<file path="src/rtl/lpm_pkg.sv">
package lpm_pkg;

    localparam int LCV_W    = 16;
    localparam int BITS_W   = 32;
    localparam int ADDR_W   = 8;
    localparam int DATA_W   = 8;
    localparam int PROD_W   = 64;

    localparam logic [ADDR_W-1:0] A_STATUS = 8'h6D;
    localparam logic [ADDR_W-1:0] A_LCV_HI = 8'h6E;
    localparam logic [ADDR_W-1:0] A_LCV_LO = 8'h6F;
    localparam logic [ADDR_W-1:0] A_HOLD   = 8'h70;

    typedef struct packed {
        logic             errsec;
        logic             sevsec;
        logic [LCV_W-1:0] lcv;
    } sec_snap_t;

    // Severity test: errors * den strictly greater than the bit count.
    function automatic logic rate_exceeded(input logic [LCV_W-1:0] errs,
                                           input logic [BITS_W-1:0] bits,
                                           input int unsigned den);
        logic [PROD_W-1:0] prod;
        prod = PROD_W'(errs) * PROD_W'(den);
        return prod > PROD_W'(bits);
    endfunction

endpackage

</file>
<file path="src/rtl/lpm_sat_cnt.sv">
module lpm_sat_cnt #(
    parameter int W = 16
) (
    input  logic         clk,
    input  logic         rst,
    input  logic         clr,
    input  logic         inc,
    output logic [W-1:0] cnt
);
    localparam logic [W-1:0] MAXV = {W{1'b1}};

    logic [W-1:0] cnt_q;

    always_ff @(posedge clk) begin
        if (rst) begin
            cnt_q <= '0;
        end else if (clr) begin
            cnt_q <= inc ? W'(1) : '0;
        end else if (inc && cnt_q != MAXV) begin
            cnt_q <= cnt_q + W'(1);
        end
    end

    assign cnt = cnt_q;


    no_wrap_chk: assert property (@(posedge clk) disable iff (rst)
        (cnt_q == MAXV && !clr) |=> cnt_q == MAXV);


    clr_seed_chk: assert property (@(posedge clk) disable iff (rst)
        clr |=> cnt_q == W'($past(inc)));

endmodule

</file>
<file path="src/rtl/lpm_interval.sv">
module lpm_interval
    import lpm_pkg::*;
#(
    parameter int unsigned RATE_DEN = 1000
) (
    input  logic      clk,
    input  logic      rst,
    input  logic      err_evt,
    input  logic      bit_vld,
    input  logic      sec_tick,
    output sec_snap_t snap
);
    logic [LCV_W-1:0]  err_run;
    logic [BITS_W-1:0] bit_run;
    sec_snap_t         snap_q;

    lpm_sat_cnt #(.W(LCV_W)) u_err_cnt (
        .clk (clk),
        .rst (rst),
        .clr (sec_tick),
        .inc (err_evt),
        .cnt (err_run)
    );

    lpm_sat_cnt #(.W(BITS_W)) u_bit_cnt (
        .clk (clk),
        .rst (rst),
        .clr (sec_tick),
        .inc (bit_vld),
        .cnt (bit_run)
    );

    always_ff @(posedge clk) begin
        if (rst) begin
            snap_q <= '0;
        end else if (sec_tick) begin
            snap_q.lcv    <= err_run;
            snap_q.errsec <= (err_run != '0);
            snap_q.sevsec <= rate_exceeded(err_run, bit_run, RATE_DEN);
        end
    end

    assign snap = snap_q;


    snap_hold_chk: assert property (@(posedge clk) disable iff (rst)
        !sec_tick |=> $stable(snap_q));


    errsec_match_chk: assert property (@(posedge clk) disable iff (rst)
        snap_q.errsec == (snap_q.lcv != '0));


    sev_implies_err_chk: assert property (@(posedge clk) disable iff (rst)
        snap_q.sevsec |-> snap_q.errsec);


    latch_count_chk: assert property (@(posedge clk) disable iff (rst)
        sec_tick |=> snap_q.lcv == $past(err_run));

endmodule

</file>
<file path="src/rtl/lpm_rd_port.sv">
module lpm_rd_port
    import lpm_pkg::*;
(
    input  logic              clk,
    input  logic              rst,
    input  logic              rd_en,
    input  logic [ADDR_W-1:0] rd_addr,
    input  sec_snap_t         snap,
    output logic [DATA_W-1:0] rd_data
);
    logic [DATA_W-1:0] hold_q;
    logic [DATA_W-1:0] data_q;
    logic [DATA_W-1:0] mux_d;

    always_comb begin
        unique case (rd_addr)
            A_STATUS: mux_d = {6'b0, snap.errsec, snap.sevsec};
            A_LCV_HI: mux_d = snap.lcv[15:8];
            A_LCV_LO: mux_d = snap.lcv[7:0];
            A_HOLD:   mux_d = hold_q;
            default:  mux_d = '0;
        endcase
    end

    always_ff @(posedge clk) begin
        if (rst) begin
            hold_q <= '0;
            data_q <= '0;
        end else if (rd_en) begin
            data_q <= mux_d;
            if (rd_addr == A_LCV_HI) begin
                hold_q <= snap.lcv[7:0];
            end else if (rd_addr == A_LCV_LO) begin
                hold_q <= snap.lcv[15:8];
            end
        end
    end

    assign rd_data = data_q;


    hold_lo_chk: assert property (@(posedge clk) disable iff (rst)
        (rd_en && rd_addr == A_LCV_HI) |=> hold_q == $past(snap.lcv[7:0]));


    hold_keep_chk: assert property (@(posedge clk) disable iff (rst)
        !(rd_en && (rd_addr == A_LCV_HI || rd_addr == A_LCV_LO)) |=> $stable(hold_q));


    status_pad_chk: assert property (@(posedge clk) disable iff (rst)
        (rd_en && rd_addr == A_STATUS) |=> data_q[7:2] == 6'b0);

endmodule

</file>
<file path="src/rtl/lpm_onesec.sv">
module lpm_onesec
    import lpm_pkg::*;
#(
    parameter int unsigned RATE_DEN = 1000
) (
    input  logic              clk,
    input  logic              rst,
    input  logic              err_evt,
    input  logic              bit_vld,
    input  logic              sec_tick,
    input  logic              rd_en,
    input  logic [ADDR_W-1:0] rd_addr,
    output logic [DATA_W-1:0] rd_data
);
    sec_snap_t snap;

    lpm_interval #(.RATE_DEN(RATE_DEN)) u_interval (
        .clk      (clk),
        .rst      (rst),
        .err_evt  (err_evt),
        .bit_vld  (bit_vld),
        .sec_tick (sec_tick),
        .snap     (snap)
    );

    lpm_rd_port u_rd_port (
        .clk     (clk),
        .rst     (rst),
        .rd_en   (rd_en),
        .rd_addr (rd_addr),
        .snap    (snap),
        .rd_data (rd_data)
    );

endmodule

</file>
<file path="config.mk">
export PLATFORM = sky130hd
export DESIGN_NAME = lpm_onesec
export DESIGN_NICKNAME = d
export VERILOG_FILES = /design/src/rtl/lpm_pkg.sv /design/src/rtl/lpm_sat_cnt.sv /design/src/rtl/lpm_interval.sv /design/src/rtl/lpm_rd_port.sv /design/src/rtl/lpm_onesec.sv
export SDC_FILE = /design/constraint.sdc
export NUM_CORES = 1
export LEC_CHECK = 0
export BUFFER_PORTS_ARGS = -buffer_cell sky130_fd_sc_hd__buf_2
export CELL_PAD_IN_SITES_DETAIL_PLACEMENT = 2
export CELL_PAD_IN_SITES_GLOBAL_PLACEMENT = 2
export CORE_ASPECT_RATIO = 1.1
export CORE_MARGIN = 10
export CORE_UTILIZATION = 40
export DETAILED_ROUTE_END_ITERATION = 8
export MAX_ROUTING_LAYER = met4
export PLACE_DENSITY_LB_ADDON = 0.1
export SYNTH_ARGS = -nofsm -noshare
export SYNTH_HDL_FRONTEND = slang
export SYNTH_SLANG_ARGS = --single-unit
</file>
<file path="constraint.sdc">
create_clock -name clk -period 8.26 [get_ports clk]
set_clock_uncertainty 0.2 [all_clocks]
set_input_delay 1.652 -clock clk [delete_from_list [all_inputs] [get_ports clk]]
set_output_delay 1.652 -clock clk [all_outputs]
set_load 0.02 [all_outputs]
</file>
==> results of run 1 <==
==> area by class of cell <==
type	count	area, um^2
flip-flops and latches	82	1640
clock buffers	10	229
fillers	1984	9740
multi-input cells	593	4980
well taps	238	298
repair buffers	23	120
inverters	114	428
clock inverters	6	113
==> state kept, by name, indices dropped and copies added (netlist names) <==
signal / cells
u_interval.snap: 18
u_rd_port.hold_q: 8
u_interval.u_bit_cnt.cnt: 32
u_rd_port.rd_data: 8
u_interval.u_err_cnt.cnt: 16
==> worst max-delay path: cells and delay by family (launching register included) <==
| kind | cells | cell delay (ns) |
|---|---|---|
| AOI/OAI and AO/OA | 4 | 1.00 |
| xor gates and xnor gates | 1 | 0.10 |
| and+or+nand+nor | 6 | 1.75 |
| DFF | 1 | 0.49 |
| adders and majority gates | 6 | 2.76 |
| buffers and inverters | 4 | 0.42 |
==> layer usage <==
layer | share of wire [%] | vias to the layer above | track usage [%] | routed length (um)
met2 | 52 | 78 | 33.7 | 10900
met4 | 1.9 | 0 | 5.91 | 394
li1 | - | 2782 | - | -
met5 | 0 | - | - | 0
met3 | 3.6 | 29 | 3.14 | 772
met1 | 43 | 2943 | 21.4 | 9060
==> placed cells by master, fill, tap and decap left out, types with 3 or more instances in the layout <==
cell type,netlist,final
nor2_1,96,96
clkbuf_16,0,9
and4_1,4,4
a211oi_1,6,6
bufinv_16,0,3
fa_1,54,54
nand4_1,26,26
o211ai_1,3,3
a31oi_1,5,5
o2111ai_1,3,3
a222oi_1,4,4
nand3_1,22,22
nand2_1,46,46
xnor2_1,44,44
buf_2,2,21
o21a_1,4,4
a21oi_1,40,40
nor4_1,6,6
a22o_1,3,3
nor2b_1,5,5
xor2_1,9,9
o21ai_0,17,17
inv_1,114,114
and2_1,3,3
nand3b_1,3,3
or3_1,4,4
mux2i_1,24,24
and3_1,5,5
nor3_1,14,14
ha_1,85,85
a21o_1,14,14
dfxtp_1,82,82
==> kinds of logic (layout without fill, tap and decap cells) <==
group | count (synthesis) | in the layout | synth area share [%]
simple gates | 252 | 252 | 17.8
fa+ha+maj | 139 | 139 | 30.2
buf+inv | 129 | 153 | 6.85
compound gates | 125 | 125 | 12.1
flops | 82 | 82 | 23.1
xor+xnor | 53 | 53 | 6.54
mux | 24 | 24 | 3.38
==> worst paths after layout <==
| path | startpoint | depth (start not counted) | endpoint | slack (ns) |
|---|---|---|---|---|
| worst min register to register | u_rd_port.rd_data[6]$_SDFFE_PP0P_ | 2 | u_rd_port.rd_data[6]$_SDFFE_PP0P_ | 0.25 |
| worst max register to register | u_interval.u_err_cnt.cnt[10]$_SDFFE_PP0P_ | 21 | u_interval.snap[16]$_SDFFE_PP0P_ | 1.37 |
| worst max-delay path | u_interval.u_err_cnt.cnt[10]$_SDFFE_PP0P_ | 21 | u_interval.snap[16]$_SDFFE_PP0P_ | 1.37 |
| worst min-delay path | u_rd_port.rd_data[6]$_SDFFE_PP0P_ | 2 | u_rd_port.rd_data[6]$_SDFFE_PP0P_ | 0.25 |
==> power breakdown <==
part	switching, uW	internal, uW
sequential	3.43	397
combinational	35.2	20.0
clock	175	297
total	214	714
==> metrics by stage <==
step | std cells | total power, uW | setup slack (ns) | cell area (um^2)
2_1_floorplan | 804 | 443 | 2.70 | 7100
3_3_place_gp | 1050 | 460 | 1.64 | 7470
3_5_place_dp | 1050 | 464 | 1.42 | 7470
4_1_cts | 1066 | 940 | 1.33 | 7810
5_1_grt | 1066 | 962 | 0.870 | 7810
6_report | 1066 | 928 | 1.37 | 7810
==> flow_metrics.py, run 1 <==
metrics = {
    "floorplanning": {
        "die_h_um": 160,
        "initial_core_util_pct": 40.5,
        "io_pins": 22,
        "die_w_um": 147,
        "die-area_um2": 23500,
        "core_area_um2": 17500,
        "core.rowCount": 51,
    },
    "detailed_routing": {
        "vias": 5832,
        "vias_per_cell": 5.47,
        "wl_per_cell_um": 19.9,
        "drtIter0Drc": 220,
        "drc": 0,
        "firstDrtPassIters": 5,
        "ant_nets": 0,
        "wl_um": 21200,
    },
    "clock_tree": {
        "cts_buffers": 9,
        "postCtsHoldBufs": 0,
        "htree_levels": 3,
        "cts_tree": "built",
        "postCtsSetupBuffers": 0,
        "root_buffer": "clkbuf_16",
        "path_clk_slew_ns": 0.07,
        "clock_latency_ns": 0.36,
        "cts.sinks": 82,
        "clockBufferDepth": 2,
        "cts.repair.resized": 0,
    },
    "sta": {
        "hold_slack_ns": 0.253,
        "tns_ns": 0,
        "slew_viol_final": 0,
        "finalCriticalPeriod_ns": 6.89,
        "fmax_ghz": 0.145,
        "tightestPinTransition_ns": 1.02,
        "finalSetupViolations": 0,
        "hold_viol_final": 0,
        "relSlewSlack_pct": 31.9,
        "rsz0062_at_grt": "false",
        "final.period_utilization_pct": 83.4,
    },
    "placement": {
        "gp_congestion": 0.800,
        "dp_hpwl_um": 17100,
        "port-buffer-count": 21,
    },
    "critical_path": {
        "cp-end-kind": "register",
        "slowest_delay_ns": 0.63,
        "cp.arrival_ns": 6.88,
        "critPathSlowestCell": "nor4_1",
        "startpoint_type": "register",
        "crit_type": "reg2reg",
        "path_cells": "inv_1 -> fa_1 -> fa_1 -> inv_1 -> fa_1 -> inv_1 -> fa_1 -> inv_1 -> ha_1 -> nand4_1 -> or2_2 -> a2111oi_2 -> nor3_1 -> o21ai_0 -> xnor2_1 -> ha_1 -> nand4_1 -> nor4_1 -> nand4_1 -> o21ai_0 -> a311oi_1",
        "cp.required_ns": 8.25,
        "cp_max_fo": 6,
    },
    "cells_and_area": {
        "diodes": 0,
        "num-nets-final": 976,
        "utilization_pct": 44.5,
        "area_growth_pct": 9.99,
        "layout-drive-gt1-share_pct": 6.40,
    },
    "logic_synthesis": {
        "synthTopCellsByArea": "dfxtp_1 23%, fa_1 15%, ha_1 15%",
        "synth_top_cell_by_area": "dfxtp_1",
        "synthArstFlopShare_pct": 0,
        "avgSynthCellArea_um2": 8.83,
        "ys_warn_count": 0,
        "synth_most_common_cell": "inv_1",
        "ys_seq_elements": 82,
        "synth_top_flop_cell": "dfxtp_1",
        "yosysSeqAreaShare_pct": 23.1,
        "syn_area_um2": 7100,
        "synth_nets": 957,
        "synth-edff-count": 0,
        "synth_common_cells": "114 x inv_1, 96 x nor2_1, 85 x ha_1",
        "netlist.area_leader.share_pct": 23.1,
        "synth_cells": 804,
        "netlist-cell-type-count": 65,
    },
    "power_and_ir_drop": {
        "cellPowerDensity_nw_per_um2": 119,
        "vdd_drop_max_mv": 0.0896,
        "p_leak_uw": 0.00326,
    },
    "grt": {
        "antenna_found_initial": 0,
        "grt.total_usage_pct": 19.0,
        "grt_pass1_vias": 6680,
        "grt_pass1_wl_um": 35200,
        "grt_max_degree": 32,
        "grt_overflow_total": 0,
    },
    "min_path": {
        "min_path_type": "reg2reg",
    },
    "outcome": {
        "status": "complete, no violations",
    },
    "job": {
        "maxCapViolations": 0,
    },
}
No activity file was read; power rests on OpenSTA's default activity.
==> inputs of run 2 (changes only) <==
--- a/config.mk
+++ b/config.mk
@@ -5,12 +5,13 @@
 export SDC_FILE = /design/constraint.sdc
 export NUM_CORES = 1
 export LEC_CHECK = 0
+export ABC_AREA = 1
 export BUFFER_PORTS_ARGS = -buffer_cell sky130_fd_sc_hd__buf_2
 export CELL_PAD_IN_SITES_DETAIL_PLACEMENT = 2
 export CELL_PAD_IN_SITES_GLOBAL_PLACEMENT = 2
 export CORE_ASPECT_RATIO = 1.1
 export CORE_MARGIN = 10
-export CORE_UTILIZATION = 40
+export CORE_UTILIZATION = 37
 export DETAILED_ROUTE_END_ITERATION = 8
 export MAX_ROUTING_LAYER = met4
 export PLACE_DENSITY_LB_ADDON = 0.1
==> constraint.sdc (replaced) <==
create_clock -name clk -period 6.43 [get_ports clk]
set_clock_uncertainty 0.2 [all_clocks]
set_input_delay 1.286 -clock clk [delete_from_list [all_inputs] [get_ports clk]]
set_output_delay 1.286 -clock clk [all_outputs]
set_load 0.02 [all_outputs]
==> run 2 against run 1 <==
Compared with the run above:
- first-iteration DRC count is 40% higher
- register-to-register slack worse by 0.66 ns
- non-clock buffer count stayed put
- synthesized area is 5.9% higher
- worst setup slack worse by 0.66 ns
- routed wire length is 16% higher
- sequential power is 29% higher
- die area is 13% higher
- clock power is 31% higher
- power is 33% higher
- hold slack better by 0.013 ns
- critical path type unchanged
- highest routed layer unchanged
==> flow_metrics.py, run 2 <==
metrics = {
    "outcome": {
        "status": "complete, no violations",
    },
    "floorplanning": {
        "core_area_um2": 19900,
        "die_w_um": 156,
        "die-area_um2": 26400,
        "core.rowCount": 54,
        "io_pins": 22,
        "die_h_um": 170,
        "initial_core_util_pct": 37.7,
    },
    "logic_synthesis": {
        "synth_most_common_cell": "nand2_1",
        "yosysSeqAreaShare_pct": 21.8,
        "netlist-cell-type-count": 34,
        "synth-edff-count": 0,
        "synth_nets": 1201,
        "synth_common_cells": "212 x nand2_1, 176 x inv_1, 117 x nor2_1",
        "synth_top_flop_cell": "dfxtp_1",
        "avgSynthCellArea_um2": 7.18,
        "synthTopCellsByArea": "dfxtp_1 22%, fa_1 14%, ha_1 14%",
        "syn_area_um2": 7520,
        "synth_cells": 1048,
        "netlist.area_leader.share_pct": 21.8,
        "ys_warn_count": 0,
        "synth_top_cell_by_area": "dfxtp_1",
        "ys_seq_elements": 82,
        "synthArstFlopShare_pct": 0,
    },
    "power_and_ir_drop": {
        "p_sw_share_pct": 25.4,
        "pwr-share-comb_pct": 8.0,
        "p_int_uw": 922,
        "power_switching_uw": 314,
        "p_leak_uw": 0.00369,
        "power_frac_seq_pct": 41.8,
        "cellPowerDensity_nw_per_um2": 151,
        "vdd_drop_max_mv": 0.117,
        "pwr-share-clk_pct": 50.2,
    },
    "detailed_routing": {
        "drc": 0,
        "vias_per_cell": 5.25,
        "firstDrtPassIters": 4,
        "wl_met3_um": 546,
        "top_layer": "met4",
        "wl_um": 24600,
        "wl_met1_um": 11200,
        "vias": 6921,
        "met2_length_um": 12400,
        "ant_nets": 0,
        "drtIter0Drc": 308,
        "wl_per_cell_um": 18.6,
    },
    "sta": {
        "tns_ns": 0,
        "finalCriticalPeriod_ns": 5.71,
        "finalSetupViolations": 0,
        "tightestPinTransition_ns": 0.923,
        "slew_viol_final": 0,
        "relSlewSlack_pct": 38.0,
        "final.period_utilization_pct": 88.9,
        "hold_slack_ns": 0.266,
        "hold_viol_final": 0,
        "fmax_ghz": 0.175,
        "rsz0062_at_grt": "false",
    },
    "critical_path": {
        "reg2reg_slack_ns": 0.72,
        "crit_type": "reg2reg",
        "r2r-end": "u_interval.snap[16]$_SDFFE_PP0P_",
        "crit_start": "u_interval.u_err_cnt.cnt[8]$_SDFFE_PP0P_",
        "cp.required_ns": 6.48,
        "endpoint": "u_interval.snap[16]$_SDFFE_PP0P_",
        "reg2reg_from": "u_interval.u_err_cnt.cnt[8]$_SDFFE_PP0P_",
        "cp.arrival_ns": 5.76,
        "startpoint_type": "register",
        "cp_max_fo": 8,
        "ff2ff_path_depth": 25,
        "cp-end-kind": "register",
    },
    "clock_tree": {
        "clockBufferDepth": 2,
        "cts_buffers": 9,
        "postCtsSetupBuffers": 0,
        "cts_tree": "built",
        "root_buffer": "clkbuf_16",
        "cts.repair.resized": 0,
        "clock_latency_ns": 0.36,
        "cts.sinks": 82,
        "path_clk_slew_ns": 0.06,
        "htree_levels": 3,
        "postCtsHoldBufs": 0,
    },
    "grt": {
        "grt.total_usage_pct": 19.8,
        "grt_overflow_total": 0,
        "grt_pass1_wl_um": 40900,
        "grt_pass1_vias": 7554,
        "grt_max_degree": 42,
        "antenna_found_initial": 0,
    },
    "placement": {
        "dp_hpwl_um": 19800,
        "port-buffer-count": 21,
        "gp_congestion": 0.833,
    },
    "cells_and_area": {
        "num-fill-cells": 2394,
        "num-nets-final": 1215,
        "final_common_cell": "nand2_1",
        "layout-drive-gt1-share_pct": 5.44,
        "area_growth_pct": 8.75,
        "largest_reg_flops": 32,
        "final_cell_mix": "212 x nand2_1, 176 x inv_1, 116 x nor2_1, 85 x ha_1, 82 x dfxtp_1",
        "utilization_pct": 41.0,
        "diodes": 0,
    },
    "job": {
        "maxCapViolations": 0,
    },
    "min_path": {
        "min_path_type": "reg2reg",
        "min_path_cells": 2,
    },
}
-- run 2: critical path, stage by stage, from the launching register on --
cell and delay, ns:
dfxtp_1 0.35, inv_1 0.41, fa_1 0.54, fa_1 0.54
inv_1 0.06, fa_1 0.50, inv_1 0.05, fa_1 0.50
inv_1 0.05, ha_1 0.36, nand2_1 0.10, nand2_1 0.07
a21boi_0 0.27, nor2_1 0.08, nor3_1 0.21, nand2_1 0.09
nand2_1 0.06, nand2_1 0.05, ha_1 0.29, nand2_1 0.09
nor2_1 0.17, nand3_1 0.09, nor3_1 0.23, a21oi_1 0.10
nand2_1 0.11, nand2_1 0.04
-- run 2: worst min path at each step --
stage                                            startpoint                                 to
after floorplan            u_interval.snap[16]$_SDFFE_PP0P_   u_interval.snap[16]$_SDFFE_PP0P_
after global placement    u_rd_port.rd_data[7]$_SDFFE_PP0P_  u_rd_port.rd_data[7]$_SDFFE_PP0P_
after detailed placement  u_rd_port.rd_data[1]$_SDFFE_PP0P_  u_rd_port.rd_data[1]$_SDFFE_PP0P_
after CTS                 u_rd_port.rd_data[3]$_SDFFE_PP0P_  u_rd_port.rd_data[3]$_SDFFE_PP0P_
after global routing      u_rd_port.rd_data[2]$_SDFFE_PP0P_  u_rd_port.rd_data[2]$_SDFFE_PP0P_
final                     u_rd_port.rd_data[3]$_SDFFE_PP0P_  u_rd_port.rd_data[3]$_SDFFE_PP0P_
-- run 2: logic make-up after synthesis --
logic type               Yosys count  synth area share [%]
XOR/XNOR                          16                  1.86
adder cells (fa/ha/maj)          139                  28.5
flip-flops                        82                  21.8
AO/OA/AOI/OAI                    156                  11.3
buffers and inverters            198                  10.5
AND/OR/NAND/NOR                  457                  26.0
-- run 2: layout make-up --
class	count	area [um^2]	share of cell area, %
repair buffers	23	120	1.47
clock inverters	6	115	1.41
flip-flops and latches	82	1640	20.1
multi-input cells	768	5090	62.3
clock buffers	9	225	2.75
inverters	178	668	8.17
well taps	252	315	3.86
-- run 2: power groups by stage --
stage	Clock, uW	Combinational, uW	Sequential (uW)
floorplan	0	67.7	525
global placement	0	93.5	527
detailed placement	0	97.0	528
CTS	634	101	516
global route	654	113	516
finish	620	99.0	516
-- run 2: routing by layer --
layer	vias up	global-route usage, %
met5	-	-
met4	0	5.34
met3	28	2.41
met2	65	33.9
met1	3436	24.0
li1	3392	-
-- run 2: through the flow --
step           setup slack, ns  std cells  total power, uW  instance area [um^2]
2_1_floorplan             1.43       1048              593                  7520
3_3_place_gp             0.813       1303              621                  7840
3_5_place_dp             0.710       1303              625                  7840
4_1_cts                  0.692       1318             1250                  8180
5_1_grt                  0.162       1318             1280                  8180
6_report                 0.717       1318             1240                  8180
==> inputs of run 3 (changes only) <==
--- a/config.mk
+++ b/config.mk
@@ -7,11 +7,11 @@
 export LEC_CHECK = 0
 export ABC_AREA = 1
 export BUFFER_PORTS_ARGS = -buffer_cell sky130_fd_sc_hd__buf_2
-export CELL_PAD_IN_SITES_DETAIL_PLACEMENT = 2
-export CELL_PAD_IN_SITES_GLOBAL_PLACEMENT = 2
+export CELL_PAD_IN_SITES_DETAIL_PLACEMENT = 0
+export CELL_PAD_IN_SITES_GLOBAL_PLACEMENT = 1
 export CORE_ASPECT_RATIO = 1.1
 export CORE_MARGIN = 10
-export CORE_UTILIZATION = 37
+export CORE_UTILIZATION = 40
 export DETAILED_ROUTE_END_ITERATION = 8
 export MAX_ROUTING_LAYER = met4
 export PLACE_DENSITY_LB_ADDON = 0.1
==> run 3 against run 2 <==
Compared with the run above:
- sequential power hardly changed
- first-iteration DRC count increased by 34%
- maximum frequency increased by 2.5%
- combinational power shrank 7.5%
- die area is 6.6% lower
- critical path depth is the same
- clock-buffer cell count rose by 2
- worst setup slack better by 0.14 ns
- largest power group unchanged
- sequential share of layout area barely moved
- global-route usage is 3.1 points lower
- final area is 0.17% lower
==> flow_metrics.py, run 3 (synthesized netlist as in run 2, its figures left out) <==
metrics = {
    "floorplanning": {
        "io_pins": 22,
        "initial_core_util_pct": 40.8,
        "core_area_um2": 18400,
        "die-area_um2": 24700,
        "core.rowCount": 52,
        "die_h_um": 164,
        "die_w_um": 151,
    },
    "grt": {
        "grt_overflow_total": 0,
        "grt.total_usage_pct": 16.7,
        "grt_pass1_wl_um": 32200,
        "grt_max_degree": 42,
        "grt_pass1_vias": 6162,
        "antenna_found_initial": 0,
    },
    "critical_path": {
        "startpoint_type": "register",
        "cp-end-kind": "register",
        "cp.arrival_ns": 5.61,
        "crit_type": "reg2reg",
        "cp_max_fo": 6,
        "cp.required_ns": 6.47,
    },
    "cells_and_area": {
        "num-fill-cells": 1971,
        "area_growth_pct": 8.57,
        "layout-drive-gt1-share_pct": 5.53,
        "num-nets-final": 1215,
        "fin_cells": 1310,
        "largest_reg_flops": 32,
        "final_cell_mix": "212 x nand2_1, 176 x inv_1, 116 x nor2_1, 85 x ha_1, 82 x dfxtp_1",
        "final_common_cell": "nand2_1",
        "diodes": 0,
    },
    "detailed_routing": {
        "met2_length_um": 8860,
        "ant_nets": 0,
        "wl_met3_um": 542,
        "top_layer": "met4",
        "wl_met1_um": 9760,
        "drc": 0,
        "firstDrtPassIters": 5,
        "wl_um": 19500,
        "drtIter0Drc": 412,
        "vias_per_cell": 4.87,
        "wl_per_cell_um": 14.8,
        "vias": 6384,
    },
    "placement": {
        "dp_hpwl_um": 16000,
        "port-buffer-count": 21,
        "gp_congestion": 0.873,
        "dp.cells": 1294,
    },
    "job": {
        "maxCapViolations": 0,
    },
    "clock_tree": {
        "cts_buffers": 9,
        "postCtsSetupBuffers": 0,
        "cts.sinks": 82,
        "path_clk_slew_ns": 0.06,
        "htree_levels": 3,
        "clock_latency_ns": 0.35,
        "cts.repair.resized": 0,
        "clockBufferDepth": 2,
        "root_buffer": "clkbuf_16",
        "cts_tree": "built",
        "postCtsHoldBufs": 0,
    },
    "sta": {
        "finalSetupViolations": 0,
        "rsz0062_at_grt": "false",
        "hold_viol_final": 0,
        "finalCriticalPeriod_ns": 5.57,
        "slew_viol_final": 0,
        "final.period_utilization_pct": 86.7,
        "tightestPinTransition_ns": 0.992,
        "tns_ns": 0,
        "relSlewSlack_pct": 33.4,
        "fmax_ghz": 0.179,
    },
    "outcome": {
        "status": "complete, no violations",
    },
    "power_and_ir_drop": {
        "power_uw": 1200,
        "cellPowerDensity_nw_per_um2": 147,
        "vdd_drop_max_mv": 0.148,
        "p_leak_uw": 0.00369,
    },
    "min_path": {
        "min_path_type": "reg2reg",
    },
}
## run 3: layout make-up
cell class	instances	area [um^2]	area share [%]
well taps	243	304	3.72
flip-flops and latches	82	1640	20.1
repair buffers	23	120	1.47
multi-input cells	768	5090	62.4
inverters	178	668	8.18
clock buffers	11	253	3.10
clock inverters	5	85.1	1.04
## run 3: critical path, cell delays in order (launching register included)
cell and delay, ns:
dfxtp_1 0.50, inv_1 0.27, ha_1 0.35, inv_1 0.06, fa_1 0.53, inv_1 0.06, fa_1 0.51, inv_1 0.06
fa_1 0.49, inv_1 0.04, ha_1 0.35, a21oi_1 0.20, a21boi_0 0.28, nor2_1 0.07, nor3_1 0.20, nand2_1 0.08
nand2_1 0.07, nand2_1 0.05, ha_1 0.29, nand2_1 0.07, nor2_1 0.14, nand3_1 0.08, nor3_1 0.26, a21oi_1 0.11
nand2_1 0.10, nand2_1 0.04
## run 3: final timing paths
kind                                                                start                                end  slack [ns]  depth (start not counted)
worst max-delay path            u_interval.u_err_cnt.cnt[13]$_SDFFE_PP0P_   u_interval.snap[16]$_SDFFE_PP0P_        0.86                         25
worst min-delay path                    u_rd_port.rd_data[6]$_SDFFE_PP0P_  u_rd_port.rd_data[6]$_SDFFE_PP0P_        0.26                          2
worst max register to register  u_interval.u_err_cnt.cnt[13]$_SDFFE_PP0P_   u_interval.snap[16]$_SDFFE_PP0P_        0.86                         25
worst min register to register          u_rd_port.rd_data[6]$_SDFFE_PP0P_  u_rd_port.rd_data[6]$_SDFFE_PP0P_        0.26                          2
## run 3: power breakdown
part / switching (uW) / total (uW) / leakage [uW] / internal (uW)
Sequential: 4.47 / 515 / 0.000661 / 511
Clock: 232 / 596 / 0.000162 / 364
Combinational: 61.8 / 91.6 / 0.00287 / 29.8
## run 3: through the flow
step                      util (%)  worst slack (ns)  hold WS (ns)  cell area (um^2)
final                         44.3             0.858         0.262              8160
after detailed placement      42.5             0.849         0.253              7830
after global placement        42.5             0.890         0.250              7830
after CTS                     44.3             0.817         0.263              8160
after floorplan                  -              1.43         0.226              7520
after global routing          44.3             0.287         0.280              8160
## run 3: layer usage
| layer | up-vias | track usage, % |
|---|---|---|
| met2 | 69 | 26.0 |
| li1 | 3391 | - |
| met4 | 0 | 4.47 |
| met5 | - | - |
| met3 | 15 | 2.39 |
| met1 | 2909 | 22.2 |
